**src/rtl/vna_pkg.sv**
```systemverilog
package vna_pkg;

    typedef enum logic [1:0] {
        PH_IDLE    = 2'd0,
        PH_EMIT    = 2'd1,
        PH_COLLECT = 2'd2
    } vna_phase_e;

endpackage

```
**src/rtl/vna_select.sv**
```systemverilog
// Rebuilds one check-to-variable value from the two minima and the sign
// product, using the variable's own stored outgoing message.
module vna_select #(
    parameter int MAG_W = 5
) (
    input  logic [MAG_W-1:0]       prev_mag,
    input  logic                   prev_sign,
    input  logic [MAG_W-1:0]       min1,
    input  logic [MAG_W-1:0]       min2,
    input  logic                   cn_sign,
    output logic signed [MAG_W:0]  c2v
);
    logic [MAG_W-1:0] pick;
    logic             neg;
    logic signed [MAG_W:0] pos_val;

    always_comb begin
        // own contribution was the first minimum: use the runner-up
        pick    = (prev_mag == min1) ? min2 : min1;
        neg     = cn_sign ^ prev_sign;
        pos_val = $signed({1'b0, pick});
        c2v     = neg ? -pos_val : pos_val;
    end
endmodule

```
**src/rtl/vna_sat_add.sv**
```systemverilog
// Two's complement add that clamps to the signed range of the result width.
module vna_sat_add #(
    parameter int ACC_W = 8,
    parameter int ADD_W = 6
) (
    input  logic signed [ACC_W-1:0] a,
    input  logic signed [ADD_W-1:0] b,
    output logic signed [ACC_W-1:0] y
);
    localparam int EXT_W = ACC_W + 1 - ADD_W;

    logic signed [ACC_W:0] wide;
    logic                  ovf;

    always_comb begin
        wide = {a[ACC_W-1], a} + {{EXT_W{b[ADD_W-1]}}, b};
        ovf  = wide[ACC_W] ^ wide[ACC_W-1];
        if (!ovf)
            y = wide[ACC_W-1:0];
        else if (wide[ACC_W])
            y = {1'b1, {(ACC_W-1){1'b0}}};
        else
            y = {1'b0, {(ACC_W-1){1'b1}}};
    end
endmodule

```
**src/rtl/vna_msg_form.sv**
```systemverilog
// Forms an outgoing message: total minus the layer's own incoming value,
// folded to sign-magnitude with the magnitude clipped to MAG_W bits.
module vna_msg_form #(
    parameter int ACC_W = 8,
    parameter int MAG_W = 5
) (
    input  logic signed [ACC_W-1:0] total,
    input  logic signed [MAG_W:0]   c2v,
    output logic                    sign,
    output logic [MAG_W-1:0]        mag
);
    localparam int EXT_W = ACC_W - MAG_W;
    localparam logic [ACC_W:0] CAP = (ACC_W+1)'((1 << MAG_W) - 1);

    logic signed [ACC_W:0] diff;
    logic        [ACC_W:0] absval;

    always_comb begin
        diff   = {total[ACC_W-1], total} - {{EXT_W{c2v[MAG_W]}}, c2v};
        sign   = diff[ACC_W];
        absval = sign ? (~diff + 1'b1) : diff;
        mag    = (absval > CAP) ? CAP[MAG_W-1:0] : absval[MAG_W-1:0];
    end
endmodule

```
**src/rtl/vna_top.sv**
```systemverilog
module vna_top #(
    parameter int LAYERS = 4,
    parameter int ACC_W  = 8,
    parameter int MAG_W  = 5,
    localparam int LW    = (LAYERS > 1) ? $clog2(LAYERS) : 1
) (
    input  logic              clk,
    input  logic              rst_n,
    input  logic              prior_load,
    input  logic [ACC_W-1:0]  prior_in,
    input  logic              ext_load,
    input  logic [ACC_W-1:0]  ext_in,
    input  logic              cn_valid,
    input  logic [MAG_W-1:0]  cn_min1,
    input  logic [MAG_W-1:0]  cn_min2,
    input  logic              cn_sign,
    output logic              v2c_valid,
    output logic [LW-1:0]     v2c_layer,
    output logic              v2c_sign,
    output logic [MAG_W-1:0]  v2c_mag,
    output logic [ACC_W-1:0]  post_o,
    output logic              hard_o,
    output logic [1:0]        phase_o
);
    import vna_pkg::*;

    localparam int C2V_W = MAG_W + 1;
    localparam logic [LW-1:0] LAST = LW'(LAYERS - 1);

    vna_phase_e state_q, state_d;

    logic [LW-1:0]            cnt_q;
    logic signed [ACC_W-1:0]  prior_q;
    logic signed [ACC_W-1:0]  acc_q;
    logic signed [ACC_W-1:0]  total_q;

    logic                     v2c_valid_q;
    logic [LW-1:0]            v2c_layer_q;
    logic                     v2c_sign_q;
    logic [MAG_W-1:0]         v2c_mag_q;

    // per-layer storage seen through flat arrays
    logic                     sgn_mem [LAYERS];
    logic [MAG_W-1:0]         mag_mem [LAYERS];
    logic signed [C2V_W-1:0]  c2v_mem [LAYERS];

    logic                     at_last;
    logic                     in_emit;
    logic                     in_collect;
    logic                     ext_take;
    logic                     cn_take;
    logic                     emit_fire;

    logic                     cur_sgn;
    logic [MAG_W-1:0]         cur_mag;
    logic signed [C2V_W-1:0]  cur_c2v;
    logic signed [C2V_W-1:0]  c2v_new;
    logic signed [ACC_W-1:0]  acc_next;
    logic                     form_sign;
    logic [MAG_W-1:0]         form_mag;

    // ---------------------------------------------------------------
    // control qualifiers
    // ---------------------------------------------------------------
    always_comb begin
        at_last    = (cnt_q == LAST);
        in_emit    = (state_q == PH_EMIT);
        in_collect = (state_q == PH_COLLECT);
        ext_take   = !prior_load && in_collect && ext_load && (cnt_q == '0);
        cn_take    = !prior_load && in_collect && cn_valid && !ext_take;
        emit_fire  = !prior_load && in_emit;
    end

    // ---------------------------------------------------------------
    // current-layer view
    // ---------------------------------------------------------------
    always_comb begin
        cur_sgn = sgn_mem[0];
        cur_mag = mag_mem[0];
        cur_c2v = c2v_mem[0];
        for (int i = 0; i < LAYERS; i++) begin
            if (cnt_q == LW'(i)) begin
                cur_sgn = sgn_mem[i];
                cur_mag = mag_mem[i];
                cur_c2v = c2v_mem[i];
            end
        end
    end

    vna_select #(.MAG_W(MAG_W)) u_select (
        .prev_mag  (cur_mag),
        .prev_sign (cur_sgn),
        .min1      (cn_min1),
        .min2      (cn_min2),
        .cn_sign   (cn_sign),
        .c2v       (c2v_new)
    );

    vna_sat_add #(.ACC_W(ACC_W), .ADD_W(C2V_W)) u_sat_add (
        .a (acc_q),
        .b (c2v_new),
        .y (acc_next)
    );

    vna_msg_form #(.ACC_W(ACC_W), .MAG_W(MAG_W)) u_form (
        .total (total_q),
        .c2v   (cur_c2v),
        .sign  (form_sign),
        .mag   (form_mag)
    );

    // ---------------------------------------------------------------
    // per-layer registers
    // ---------------------------------------------------------------
    for (genvar k = 0; k < LAYERS; k++) begin : g_layer
        logic                    sgn_q;
        logic [MAG_W-1:0]        mag_q;
        logic signed [C2V_W-1:0] c2v_q;
        logic                    hit;

        assign hit = (cnt_q == LW'(k));

        always_ff @(posedge clk or negedge rst_n) begin
            if (!rst_n) begin
                sgn_q <= 1'b0;
                mag_q <= '0;
                c2v_q <= '0;
            end else if (prior_load) begin
                c2v_q <= '0;
            end else begin
                if (emit_fire && hit) begin
                    sgn_q <= form_sign;
                    mag_q <= form_mag;
                end
                if (cn_take && hit)
                    c2v_q <= c2v_new;
            end
        end

        assign sgn_mem[k] = sgn_q;
        assign mag_mem[k] = mag_q;
        assign c2v_mem[k] = c2v_q;
    end

    // ---------------------------------------------------------------
    // state register
    // ---------------------------------------------------------------
    always_ff @(posedge clk or negedge rst_n) begin
        if (!rst_n)
            state_q <= PH_IDLE;
        else
            state_q <= state_d;
    end

    // ---------------------------------------------------------------
    // next state
    // ---------------------------------------------------------------
    always_comb begin
        state_d = state_q;
        unique case (state_q)
            PH_IDLE: begin
                if (prior_load)
                    state_d = PH_EMIT;
            end
            PH_EMIT: begin
                if (prior_load)
                    state_d = PH_EMIT;
                else if (at_last)
                    state_d = PH_COLLECT;
            end
            PH_COLLECT: begin
                if (prior_load)
                    state_d = PH_EMIT;
                else if (cn_take && at_last)
                    state_d = PH_EMIT;
            end
            default: state_d = PH_IDLE;
        endcase
    end

    // ---------------------------------------------------------------
    // datapath and output registers
    // ---------------------------------------------------------------
    always_ff @(posedge clk or negedge rst_n) begin
        if (!rst_n) begin
            cnt_q       <= '0;
            prior_q     <= '0;
            acc_q       <= '0;
            total_q     <= '0;
            v2c_valid_q <= 1'b0;
            v2c_layer_q <= '0;
            v2c_sign_q  <= 1'b0;
            v2c_mag_q   <= '0;
        end else begin
            v2c_valid_q <= 1'b0;
            if (prior_load) begin
                prior_q <= prior_in;
                acc_q   <= prior_in;
                total_q <= prior_in;
                cnt_q   <= '0;
            end else begin
                unique case (state_q)
                    PH_IDLE: begin
                        cnt_q <= '0;
                    end
                    PH_EMIT: begin
                        v2c_valid_q <= 1'b1;
                        v2c_layer_q <= cnt_q;
                        v2c_sign_q  <= form_sign;
                        v2c_mag_q   <= form_mag;
                        if (at_last) begin
                            cnt_q <= '0;
                            acc_q <= prior_q;
                        end else begin
                            cnt_q <= cnt_q + 1'b1;
                        end
                    end
                    PH_COLLECT: begin
                        if (ext_take) begin
                            prior_q <= ext_in;
                            acc_q   <= ext_in;
                        end else if (cn_take) begin
                            acc_q <= acc_next;
                            if (at_last) begin
                                cnt_q   <= '0;
                                total_q <= acc_next;
                            end else begin
                                cnt_q <= cnt_q + 1'b1;
                            end
                        end
                    end
                    default: cnt_q <= '0;
                endcase
            end
        end
    end

    assign v2c_valid = v2c_valid_q;
    assign v2c_layer = v2c_layer_q;
    assign v2c_sign  = v2c_sign_q;
    assign v2c_mag   = v2c_mag_q;
    assign post_o    = total_q;
    assign hard_o    = total_q[ACC_W-1];
    assign phase_o   = state_q;

endmodule

```
**config.mk**
```make
export PLATFORM = sky130hd
export DESIGN_NAME = vna_top
export DESIGN_NICKNAME = d
export VERILOG_FILES = /design/src/rtl/vna_pkg.sv /design/src/rtl/vna_select.sv /design/src/rtl/vna_sat_add.sv /design/src/rtl/vna_msg_form.sv /design/src/rtl/vna_top.sv
export SDC_FILE = /design/constraint.sdc
export NUM_CORES = 1
export LEC_CHECK = 0
export BUFFER_PORTS_ARGS = -buffer_cell sky130_fd_sc_hd__clkbuf_2
export CAP_MARGIN = 15
export CORE_ASPECT_RATIO = 0.8
export CORE_MARGIN = 2
export CORE_UTILIZATION = 45
export CTS_BUF_LIST = sky130_fd_sc_hd__clkbuf_8
export CTS_CLUSTER_DIAMETER = 120
export CTS_CLUSTER_SIZE = 20
export DETAILED_ROUTE_END_ITERATION = 10
export GPL_TIMING_DRIVEN = 0
export PLACE_DENSITY = 0.75
export SLEW_MARGIN = 20
export SYNTH_ARGS = -nofsm -noshare
export SYNTH_HDL_FRONTEND = slang
export SYNTH_SLANG_ARGS = --single-unit
```
**constraint.sdc**
```tcl
create_clock -name clk -period 4.5 [get_ports clk]
set_clock_uncertainty 0.05 [all_clocks]
set_input_delay 0.225 -clock clk [delete_from_list [all_inputs] [get_ports clk]]
set_output_delay 0.225 -clock clk [all_outputs]
set_load 0.005 [all_outputs]
```
==> results of run 1 <==
-- through the flow --
| stage | hold WS, ns | total power, mW |
|---|---|---|
| 6_report | 0.07701 | 5.070 |
| 4_1_cts | 0.06724 | 4.228 |
| 5_1_grt | 0.07478 | 5.353 |
| 3_5_place_dp | 0.2803 | 3.090 |
| 3_3_place_gp | 0.4141 | 3.006 |
| 2_1_floorplan | -0.1206 | 2.571 |
-- cells in the mapped netlist, types with 3 or more instances --
cell type,instances
dfrtp_1,85
nand2_1,66
nor2_1,57
a21oi_1,56
o21ai_0,30
nand3_1,29
ha_1,28
o21ai_1,27
inv_1,23
a31oi_1,20
clkbuf_1,20
xnor2_1,17
mux2i_1,15
nand2b_1,13
nor3_1,11
xor2_1,11
a22oi_1,8
a211oi_1,7
buf_1,7
a21o_1,6
and2_1,6
and3_1,5
buf_4,5
nor2b_1,5
a211o_1,4
a221oi_1,4
a311oi_1,4
buf_2,4
mux2i_2,3
nor3b_1,3
nor4_1,3
o22ai_1,3
o31ai_1,3
or3_1,3
-- cells by family after synthesis --
group                      Yosys count
and+or+nand+nor                    212
AOI/OAI and AO/OA                  194
DFF                                 85
buffers and inverters               60
adders and majority gates           30
xor gates and xnor gates            28
muxes                               20
-- critical path: stages, from the launching register on --
cell and delay, ns:
dfrtp_2 0.45, buf_12 0.14, ha_4 0.15, buf_6 0.13
buf_4 0.14, or2_2 0.33, o21ai_2 0.22, nand4_4 0.15
buf_6 0.17, mux2i_4 0.19, ha_4 0.19, nand2_2 0.07
nand3_2 0.10, xor2_2 0.21, mux2i_4 0.26, ha_4 0.27
a21oi_4 0.18, o21a_1 0.17, o21ai_1 0.08, a221o_1 0.41
buf_6 0.19, a21oi_4 0.13, o221ai_2 0.11
-- placed cells by master (no fill, tap or decap), types with 8 or more instances in the layout --
master	instances
dfrtp_1	83
o21ai_0	24
xor2_1	8
nand2b_1	13
buf_4	47
nand2_1	63
clkbuf_1	17
xnor2_1	16
clkbuf_2	49
clkbuf_8	12
o21ai_1	29
a21oi_1	49
ha_1	18
a31oi_1	18
ha_4	10
inv_1	18
nor3_1	8
nand3_1	27
nor2_1	51
mux2i_1	12
-- report_power, final --
part           switching, mW  total, mW  internal [mW]
logic                   1.87       3.41           1.54
registers              0.170       1.13          0.960
clock network          0.297      0.533          0.236
total                   2.34       5.07           2.73
-- layer usage --
metal	vias up	global-route usage [%]	part of all wire, %
li1	2463	-	-
met1	2646	33.03	42
met2	259	39.82	48
met3	39	4.670	6.8
met4	0	11.58	2.5
met5	-	0	0
-- repair_timing --
| item | CTS | global route |
|---|---|---|
| hold buffers | 1 | 0 |
| buffers inserted | 23 | 24 |
| gates cloned | 1 | 0 |
| gates resized for setup | 55 | 69 |
| hold endpoints to repair | 85 | 0 |
| setup endpoints to repair | 41 | 41 |
| pin swaps | 14 | 37 |
-- layout make-up --
cell class,instances,area (um^2)
clock buffer,11,151.4
inverter,23,90.09
multi-input combinational,484,3666
buffer,37,185.2
sequential,85,2130
timing repair buffer,97,646.9
fill,997,4928
tap,152,190.2
clock inverter,5,38.79
-- worst max path at each step --
stage          cells after the start      from   endpoint  slack, ns
6_report                          22  cnt_q[1]  post_o[4]      -0.13
3_3_place_gp                      19  cnt_q[1]  post_o[6]      -0.87
4_1_cts                           20  cnt_q[1]   acc_q[6]     0.0004
3_5_place_dp                      19  cnt_q[1]   acc_q[6]      -0.88
2_1_floorplan                     21  cnt_q[0]   acc_q[6]       0.05
5_1_grt                           22  cnt_q[0]  post_o[4]      -0.25
-- sequential cells by signal, indices dropped and copies added, names as in the netlist, 4 cells and up --
name and flops:
prior_q 8, g_layer.sgn_q 4, g_layer.c2v_q 24, acc_q 8, g_layer.mag_q 20, post_o 8, v2c_mag 5
==> impl.org, run 1 <==
** Run status
- The flow ran to the end, but the final reports show violations.
- The final reports fail on setup timing.

** Cells and area
- Post-route insts no fill :: 894
- Signed area change from the synthesized netlist to the final layout :: 29.31%
- Final Net Count :: 799
- Final instance area :: 7098 um^2
- Diode insertion count for antenna repair :: 0
- For this run, the share of the core covered by cells in the final layout is 59.02%.
- Of the cells placed in the final design, the portion with a size suffix greater than 1 is 28.57%.

** Synthesis
- Count of flip-flops with a built-in enable after synthesis :: 0
- After synthesis, the largest area contributor takes up 38.75% of total cell area.
- Dominant combinational cell family by area after synthesis :: compound AO/OA/AOI/OAI gates
- Compound-gate portion of the synthesized area :: 22.54%
- Summing the areas of all xor and xnor instances in the mapped netlist gives 4.468% of the synthesized area.
- Post-synthesis sequential element count :: 85
- In the synthesized netlist the dominant register cell turns out to be dfrtp_1.
- Multiplexer area fraction after synthesis :: 3.898%
- When the netlist entered floorplanning its net count stood at 691.
- Averaged over all synthesized cells, the footprint is 8.727 um^2.
- The cell count after synthesis came out at 629.
- Simple-gate share of the synthesized area :: 18.55%
- For this run, the register share of the synthesized area comes to 38.75%.
- Largest cells by area after synthesis :: dfrtp_1, ha_1, a21oi_1
- Post-synth ARST share :: 100.0%
- Adder-cell share of the synthesized area :: 7.112%
- dfrtp_1 takes more of the synthesized area than any other cell.
- Yosys printed 0 warnings.
- Cell variety after synth :: 62
- The cell area that synthesis handed to floorplanning was 5489 um^2.

** Clock tree
- Clock tree synthesis inserted a total of 9 buffers.
- Clock latency on the worst-skew pair, taken at its later pin, is 0.37 ns.
- TritonCTS built the clock tree.
- In this run the deepest clock path goes through 2 buffers.
- Clock tree root driver cell :: clkbuf_8
- Clock-pin slew was measured on the worst setup and hold paths at 0.09 ns.
- Counting every sink on the clock net gives 85.
- H-tree levels :: 3

** Global route
- Antenna violations before repair :: 0
- The first global-routing pass estimated 25.67 mm of wire.
- Global routing used 24.83% of the available tracks.
- Global routing finished with a remaining overflow of 0.
- Number of global-route vias before repair :: 5163
- Pin count of the biggest net entering global routing :: 86

** Placement
- The congestion estimate from routability-driven global placement came to 0.8441.
- Number of buffers added on ports :: 48
- Worst slack at placement :: -0.8784 ns
- Cell Count Post-Placement :: 829
- Placed Instance Area :: 5928 um^2
- Detailed placement finished with a half-perimeter wire length of 10.81 mm.

** STA
- Setup repair after global routing could not meet its margin everywhere.
- Maximum operating frequency :: 0.2158 GHz
- Max-slew violation count :: 0
- Setup violations remaining at the end of the flow were counted as 12.
- Worst slew pin tran :: 0.6984 ns
- After routing, the total negative slack on setup checks comes to -0.9770 ns.
- Clock period minus final worst setup slack :: 4.635 ns
- The final hold violation count is 0.
- In this run the tightest slew margin relative to its limit is 53.44%.
- Final Cycle Share :: 103.0%
- Setup slack on the critical path of the routed design comes to -0.1349 ns.

** Floorplanning
- The die is 102.8 um tall.
- Width of the die :: 127.5 um
- Row cnt :: 36
- The floorplan step defined a core boundary enclosing 12030 um^2.
- The die covers 13100 um^2.
- 52 I/O pins were placed.
- Initial core utilization :: 45.64%

** Worst setup path
- R2R Setup Slk :: -0.13 ns
- Critical Path AT :: 4.80 ns
- The worst setup path is launched from a flop.
- CP Data Required Time :: 4.67 ns
- The worst register-to-register path has a depth of 22.
- Along the worst path, the maximum fanout reaches 7.
- In this run the critical register-to-register path is captured at post_o[4].
- STA classifies the critical path endpoint as a flop.
- The worst setup path is of the reg2reg kind.
- Worst reg2reg startpoint :: cnt_q[1]

** Hold path
- Sink of the worst hold path :: prior_q[7]
- The worst hold path begins at prior_in[7].
- Hold WC Path Type :: in2reg
- Instance count along the most critical hold path :: 2

** Route
- Number of nets still failing antenna checks after routing :: 0
- First-pass detailed-route iteration total :: 5
- Number of remaining DRC errors :: 0
- Dividing the detail-routed wire length by the instance count gives 18.75 um.
- In this run, the number of DRC markers left after iteration 0 of detailed routing was 499.
- Avg Vias per Cell :: 6.048
- Summed over all layers, the routed wires come to 16.76 mm.
- Across all layers, the routed design uses 5407 vias.

** Power
- Power spread over the standard cell area amounts to 714.3 nW/um^2.
- VDD IR max :: 0.7726 mV
- The analysis attributes to cell leakage a power of 3.044 nW.

** Run
- Max Cap Viol :: 0
(Power assumes the default switching activity.)
==> inputs of run 2 (changes only) <==
--- a/config.mk
+++ b/config.mk
@@ -5,6 +5,7 @@
 export SDC_FILE = /design/constraint.sdc
 export NUM_CORES = 1
 export LEC_CHECK = 0
+export ABC_AREA = 1
 export BUFFER_PORTS_ARGS = -buffer_cell sky130_fd_sc_hd__clkbuf_2
 export CAP_MARGIN = 15
 export CORE_ASPECT_RATIO = 0.8
@@ -14,6 +15,7 @@
 export CTS_CLUSTER_DIAMETER = 120
 export CTS_CLUSTER_SIZE = 20
 export DETAILED_ROUTE_END_ITERATION = 10
+export GPL_ROUTABILITY_DRIVEN = 0
 export GPL_TIMING_DRIVEN = 0
 export PLACE_DENSITY = 0.75
 export SLEW_MARGIN = 20
==> run 2 against run 1 <==
Effect of this change:
- the run now ends clean
- synthesized cell count rose by 13%
- first-iteration DRC count fell by 32%
- sequential share of layout area rose by 4.2 points
- routed wire length fell by 18%
- critical path depth rose by 1
- maximum frequency rose by 8.7%
- non-clock buffer count fell by 63
- cell count rose by 4.3%
- via count fell by 9.7%
- worst setup slack improved by 0.37 ns
- die area fell by 0.86%
- largest cell class unchanged
- highest routed layer unchanged
==> impl.org, run 2 <==
** Synthesis
- Syn. warnings :: 0 (unchanged)
- Sequential area share after synthesis :: 39.10% (+0.35 points)
- For this run, the leading register cell type out of synthesis is dfrtp_1.
- The synthesized net count came to 775 (+12%).
- Share of the synthesized area in the top cell type :: 39.10% (+0.35 points)
- Cell variety after synth :: 44 (-29%)
- The synthesized instance count is 713 (+13%).
- Count of flip-flops with a built-in enable after synthesis :: 0 (unchanged)
- The synthesized design spends more area on one cell type than any other, namely dfrtp_1.
- Post-synth ARST share :: 100.0% (unchanged)
- The per-instance average area after synthesis came to 7.630 um^2 (-13%).
- nand2_1 is the most common cell in the netlist.
- The register bit total from synthesis was 85 (unchanged).
- Combined area of all synthesized cells :: 5440 um^2 (-0.89%)
- List of most frequent post-synthesis cells :: nand2_1, dfrtp_1, nor2_1, inv_1, a21oi_1
- Largest cells by area after synthesis :: dfrtp_1, nand2_1, ha_1

** Floorplanning
- Die height :: 102.3 um (-0.43%)
- Core Footprint :: 11650 um^2 (-3.1%)
- Width of the die :: 126.9 um (-0.43%)
- The number of placement rows was 35 (-2.8%).
- The initial core utilization came to 46.70% (+1.1 points).
- Count of boundary I/O pins :: 52 (unchanged)
- Total die area :: 12990 um^2 (-0.86%)

** Route
- The routed via count is 4884 (-9.7%).
- The total iterations of the first detailed-routing run is 5 (unchanged).
- Avg Vias per Cell :: 5.240 (-13%)
- The average wire per cell in the routed design was 14.75 um (-21%).
- Number of nets still failing antenna checks after routing :: 0 (unchanged)
- The total detailed-routing wirelength was 13.74 mm (-18%).
- DRT iter0 DRCs :: 339 (-32%)
- Number of remaining DRC errors :: 0 (unchanged)

** Clock tree
- The clock latency of the later-clocked register in the worst-skew pair was 0.36 ns (about the same).
- Clock tree root driver cell :: clkbuf_8
- The number of H-tree levels came to 3 (unchanged).
- The CTS sink count was 85 (unchanged).
- The register clock-pin slew on the reported worst setup and hold paths is 0.09 ns (about the same).
- TritonCTS built the clock tree.
- The number of buffers added by the clock tree synthesis step came to 9 (unchanged).
- Buffer levels on the longest clock path :: 2 (unchanged)

** Cells and area
- The number of flip-flops in the largest register is 24 (unchanged).
- Most frequent cells in the layout :: nand2_1, dfrtp_1, nor2_1
- Diode insertion count for antenna repair :: 0 (unchanged)
- The final design area excluding fillers was 6225 um^2 (-12%).
- Final Net Count :: 841 (+5.3%)
- Utilization after layout :: 53.44% (-5.6 points)
- The fraction of final layout cells with drive strength greater than 1 is 20.54% (-8.0 points).
- The largest registers in the layout are g_layer.c2v_q (24), g_layer.mag_q (20).
- The library cell used most frequently in the layout, excluding fill and tap cells, is nand2_1.
- Register with the most flip-flops :: g_layer.c2v_q
- Signed area change from the synthesized netlist to the final layout :: 14.42%

** Global route
- First-pass GRT wire length :: 22.52 mm (-12%)
- The overall overflow remaining after global route came to 0 (unchanged).
- The initial antenna violation count is 0 (unchanged).
- The number of global-route vias before repair is 4487 (-13%).
- The total global-route track usage was 21.91% (-2.9 points).
- The pin count of the biggest net entering global routing is 86 (unchanged).

** Hold path
- Instance count along the most critical hold path :: 2 (unchanged)
- The tightest min-delay check is of the in2reg type.

** Worst setup path
- The required arrival time at the worst endpoint was 4.69 ns (+0.02 ns).
- The number of cells traversed by the worst register-to-register path came to 23 (+4.5%).
- STA classifies the critical path startpoint as a flop.
- The critical path in this run is classified as reg2reg.
- The data arrival time at the worst-slack endpoint is 4.46 ns (-0.34 ns).
- Crit. End Element :: flop
- Worst Path Max Fanout :: 10 (+3)

** Placement
- Placed Instance Area :: 5889 um^2 (-0.65%)
- The quantity of I/O buffers inserted on ports was 51 (+6.3%).
- The detailed-placement wirelength estimate came to 10.22 mm (-5.5%).

** STA
- The slew at the pin closest to its max-slew limit was 0.8862 ns (+0.1878 ns).
- Final Cycle Share :: 94.77% (-8.2 points)
- Maximum operating frequency :: 0.2345 GHz (+8.7%)
- The max-slew violation count came to 0 (unchanged).
- Hold Violations, Final :: 0 (unchanged)
- Clock period minus final worst setup slack :: 4.265 ns (-0.3703 ns)
- The normalized max-slew margin came to 40.92% (-13 points).
- Count of final setup violators :: 0 (-12)

** Run status
- Status :: finished clean

** Run
- The max-capacitance violation count came to 0 (unchanged).
==> run 2: cell count changes after synthesis, sizes merged, moves of 11 or more <==
cell	delta
a21oi	-24
nor3	-11
a31oi	-12
o21ai	-17
mux2i	-18
nand2	+190
clkbuf	-15
nand2b	-13
nand4	+14
inv	+45
==> run 2: what timing repair did <==
item,CTS,global route
pin swaps,0,3
buffers inserted,0,4
hold buffers,1,0
resized for setup,2,20
endpoints found under the hold margin,85,0
endpoints found under the setup margin,14,14
==> run 2: cell type report <==
class,instances,area [um^2]
plain buffers,15,92.59
multi-input cells,544,3059
well taps,148,185.2
clock buffers,9,123.9
clock inverters,7,76.32
flip-flops and latches,85,2128
repair buffers,56,304.0
inverters,68,255.2
fillers,1116,5424
==> run 2: path summary, 6_finish.rpt <==
kind | start | to | slack (ns)
worst max-delay path | cnt_q[1] | post_o[1] | 0.24
worst min-delay path | ext_in[0] | prior_q[0] | 0.07
worst max register to register | cnt_q[1] | post_o[1] | 0.24
worst min register to register | g_layer[3].mag_q[2] | g_layer[3].mag_q[2] | 0.43
max in group asynchronous | rst_n | cnt_q[1] | 3.50
min in group asynchronous | rst_n | prior_q[5] | 0.40
==> run 2: logic make-up (layout without fill, tap and decap cells) <==
group	after synthesis	in the layout	share of synthesized area (%)
xor gates and xnor gates	17	17	3.013
adders and majority gates	30	30	7.176
AOI/OAI and AO/OA	110	110	12.47
DFF	85	85	39.10
buffers and inverters	84	155	6.417
and+or+nand+nor	387	387	31.83
==> run 2: metal layers <==
layer / track usage, % / up-vias / share of wire [%]
met5: 0 / - / 0
met4: 5.241 / 0 / 1.2
met3: 2.775 / 17 / 5.3
met2: 32.26 / 128 / 41
met1: 34.30 / 2269 / 52
li1: - / 2470 / -
==> run 2: worst max-delay path: stages, from the launching register on <==
cell and delay [ns]:
dfrtp_2 0.45, ha_2 0.22, clkbuf_4 0.21, a21oi_1 0.13, nand2_1 0.10, nand3_1 0.08, nand2_1 0.12, nor2_2 0.20
nand3_4 0.13, nand2_1 0.10, nand2_2 0.10, ha_1 0.31, nand2_1 0.09, o21ai_2 0.09, fa_1 0.47, nand3_1 0.09
nand2_1 0.09, a31oi_1 0.20, nor2_1 0.10, o22ai_2 0.20, or2_4 0.22, nand2_1 0.10, a21oi_2 0.20, o21ai_0 0.10
==> run 2: metrics by stage <==
stage	hold WS [ns]	instances	setup TNS, ns	worst slack [ns]
after global routing	0.07418	932	-0.2608	-0.06874
after global placement	0.4058	912	-0.5552	-0.2296
after CTS	0.06610	928	0	0.02737
after detailed placement	0.2642	912	-1.450	-0.3103
after floorplan	-0.1206	713	0	0.6295
final	0.07252	932	0	0.2354
Power of run 2 is not shown: default switching activity piles up to over one toggle a cycle in this logic, so the estimate is an artifact.
==> inputs of run 3 (changes only) <==
--- a/config.mk
+++ b/config.mk
@@ -9,7 +9,7 @@
 export BUFFER_PORTS_ARGS = -buffer_cell sky130_fd_sc_hd__clkbuf_2
 export CAP_MARGIN = 15
 export CORE_ASPECT_RATIO = 0.8
-export CORE_MARGIN = 2
+export CORE_MARGIN = 5
 export CORE_UTILIZATION = 45
 export CTS_BUF_LIST = sky130_fd_sc_hd__clkbuf_8
 export CTS_CLUSTER_DIAMETER = 120
==> run 3 against run 2 <==
Effect of this change:
- non-clock buffer count is 1 lower
- flip-flop and latch count stayed put
- design area about the same
- clock-buffer cell count is the same
- highest routed layer unchanged
- routed wire length is 0.68% higher
- cell count down 0.11%
- maximum frequency is 0.86% higher
- via count up 1.3%
- largest cell class unchanged
==> impl.org, run 3 (same netlist as run 2, synthesis figures left out) <==
** Run status
- Status :: finished clean

** Clock tree
- The register clock-pin slew on the reported worst setup and hold paths is 0.10 ns (about the same).
- The clock latency of the later-clocked register in the worst-skew pair was 0.37 ns (about the same).
- TritonCTS Sinks :: 85 (unchanged)
- The number of buffers added by the clock tree synthesis step was 9 (unchanged).
- The number of H-tree levels is 3 (unchanged).
- Clock tree root driver cell :: clkbuf_8
- TritonCTS clock tree :: yes
- The maximum count of clock buffers along a single path was 2 (unchanged).

** Route
- The total iterations of the first detailed-routing run was 4 (-1).
- The detailed-route vias per instance is 5.314 (+1.4%).
- Number of nets still failing antenna checks after routing :: 0 (unchanged)
- The average wire per cell in the routed design came to 14.86 um (+0.79%).
- The post-route DRC violation count came to 0 (unchanged).
- DRT iter0 DRCs :: 325 (-4.1%)
- Final WL :: 13.84 mm (+0.68%)
- Total via count in the routed design :: 4947 (+1.3%)

** Floorplanning
- Initial core utilization :: 46.53% (-0.17 points)
- Total die area :: 14400 um^2 (+11%)
- The number of placement rows was 35 (unchanged).
- Core Footprint :: 11690 um^2 (+0.38%)
- Width of the die :: 132.9 um (+4.7%)
- Count of boundary I/O pins :: 52 (unchanged)
- The die height came to 108.3 um (+5.9%).

** Cells and area
- Max reg flops :: 24 (unchanged)
- The largest registers in the layout are g_layer.c2v_q (24), g_layer.mag_q (20).
- Share of post-route cells with drive strength above 1 :: 20.95% (+0.41 points)
- The flip-flop and latch area came to 2127 um^2 (about the same).
- Final Net Count :: 840 (-0.12%)
- The number of fill cells in the layout is 1084 (-2.9%).
- The number of antenna cells inserted was 0 (unchanged).
- Final instance area :: 6228 um^2 (about the same)
- Signed area change from the synthesized netlist to the final layout :: 14.49% (about the same)
- Most frequent cells in the layout :: nand2_1, dfrtp_1, nor2_1
- The area occupied by multi-input gates came to 3070 um^2 (+0.37%).
- Register with the most flip-flops :: g_layer.c2v_q
- Utilization after layout :: 53.27% (-0.17 points)
- Most frequent standard cell in the layout excluding fill and tap cells :: nand2_1

** Global route
- Global-route congestion overflow total :: 0 (unchanged)
- Antenna violations before repair :: 0 (unchanged)
- Pin count of the biggest net entering global routing :: 86 (unchanged)
- The total global-route track usage is 19.23% (-2.7 points).
- Number of global-route vias before repair :: 4540 (+1.2%)
- The global-route wire length before repair is 22.51 mm (about the same).

** STA
- The highest clock rate was 0.2365 GHz (+0.86%).
- The ratio of final minimum period to clock period is 93.96% (-0.81 points).
- The post-route minimum period is 4.228 ns (-0.03647 ns).
- Hold Violations, Final :: 0 (unchanged)
- Remaining max-slew budget at the tightest pin :: 41.83% (+0.91 points)
- Max-slew violation count :: 0 (unchanged)
- The final worst-path setup slack was 0.2719 ns (+0.03647 ns).
- The final number of setup-violating endpoints was 0 (unchanged).
- The slew at the pin closest to its max-slew limit is 0.8725 ns (-0.01363 ns).

** Worst setup path
- The largest fanout on the critical path was 10 (unchanged).
- The data arrival time at the worst-slack endpoint is 4.42 ns (-0.04 ns).
- The worst setup path is launched from a flop.
- The worst setup path is of the reg2reg kind.
- STA classifies the critical path endpoint as a flop.
- CP Data Required Time :: 4.70 ns (about the same)
- The slack of the worst reg-to-reg path came to 0.27 ns (+0.04 ns).

** Placement
- The detailed-placement wirelength estimate is 10.35 mm (+1.3%).
- The quantity of I/O buffers inserted on ports is 51 (unchanged).
- Placed Instance Area :: 5889 um^2 (unchanged)
- The post-placement setup slack came to -0.3157 ns (-0.005422 ns).

** Hold path
- Hold WC Path Type :: in2reg

** Run
- The max-capacitance violation count came to 0 (unchanged).
==> run 3: cell types whose count changed in the layout (fill, tap and decap cells not counted), sizes merged <==
| cell | before | now |
|---|---|---|
| clkinv | 4 | 1 |
| inv | 68 | 71 |
| clkbuf | 65 | 64 |
==> run 3: final timing paths <==
check | startpoint | to | cells after the start
max in group asynchronous | rst_n | g_layer[3].c2v_q[4] | 2
worst max-delay path | cnt_q[0] | post_o[0] | 22
min in group asynchronous | rst_n | acc_q[7] | 2
worst max register to register | cnt_q[0] | post_o[0] | 22
worst min register to register | g_layer[3].c2v_q[2] | g_layer[3].c2v_q[2] | 2
worst min-delay path | ext_in[5] | prior_q[5] | 3
==> run 3: worst max-delay path: stages (launching register included) <==
cell and delay [ns]:
dfrtp_1 0.44, ha_1 0.28, buf_2 0.22, a21oi_1 0.18
nand2_2 0.11, nand3_1 0.08, nand2_1 0.10, nor2_2 0.19
nand3b_1 0.13, nand2_1 0.15, ha_2 0.29, nand2_1 0.07
o21ai_2 0.10, fa_2 0.42, nand3_1 0.08, nand2_1 0.11
a31oi_2 0.18, nor2_1 0.09, o22ai_2 0.24, or2_4 0.23
nand2_1 0.10, a21oi_2 0.21, o21ai_1 0.08
==> run 3: repair_timing <==
action / in CTS / in global routing
resized for setup: 3 / 22
setup endpoints to repair: 14 / 14
endpoints found under the hold margin: 85 / 0
setup buffers: 0 / 3
pin swaps: 0 / 4
hold buffers: 1 / 0
==> run 3: area by class of cell <==
cell class	instances	share of cell area, %
flip-flops and latches	85	34.15
clock inverters	7	1.286
clock buffers	9	1.989
multi-input cells	544	49.30
well taps	148	2.973
repair buffers	55	4.761
inverters	68	4.098
plain buffers	15	1.446
==> run 3: through the flow <==
stage / instances / TNS (ns) / hold slack, ns
4_1_cts: 928 / 0 / 0.05290
5_1_grt: 931 / -0.04247 / 0.07778
3_5_place_dp: 912 / -1.227 / 0.2759
6_report: 931 / 0 / 0.06081
2_1_floorplan: 713 / 0 / -0.1206
3_3_place_gp: 912 / -1.256 / 0.4101
==> run 3: metal layers <==
| layer | vias up | part of all wire [%] | global-route usage, % |
|---|---|---|---|
| li1 | 2464 | - | - |
| met1 | 2315 | 52 | 29.92 |
| met2 | 151 | 42 | 28.04 |
| met3 | 17 | 5.5 | 2.837 |
| met4 | 0 | 1.1 | 4.451 |
| met5 | - | 0 | 0 |
Power of run 3 is left out for the same reason.
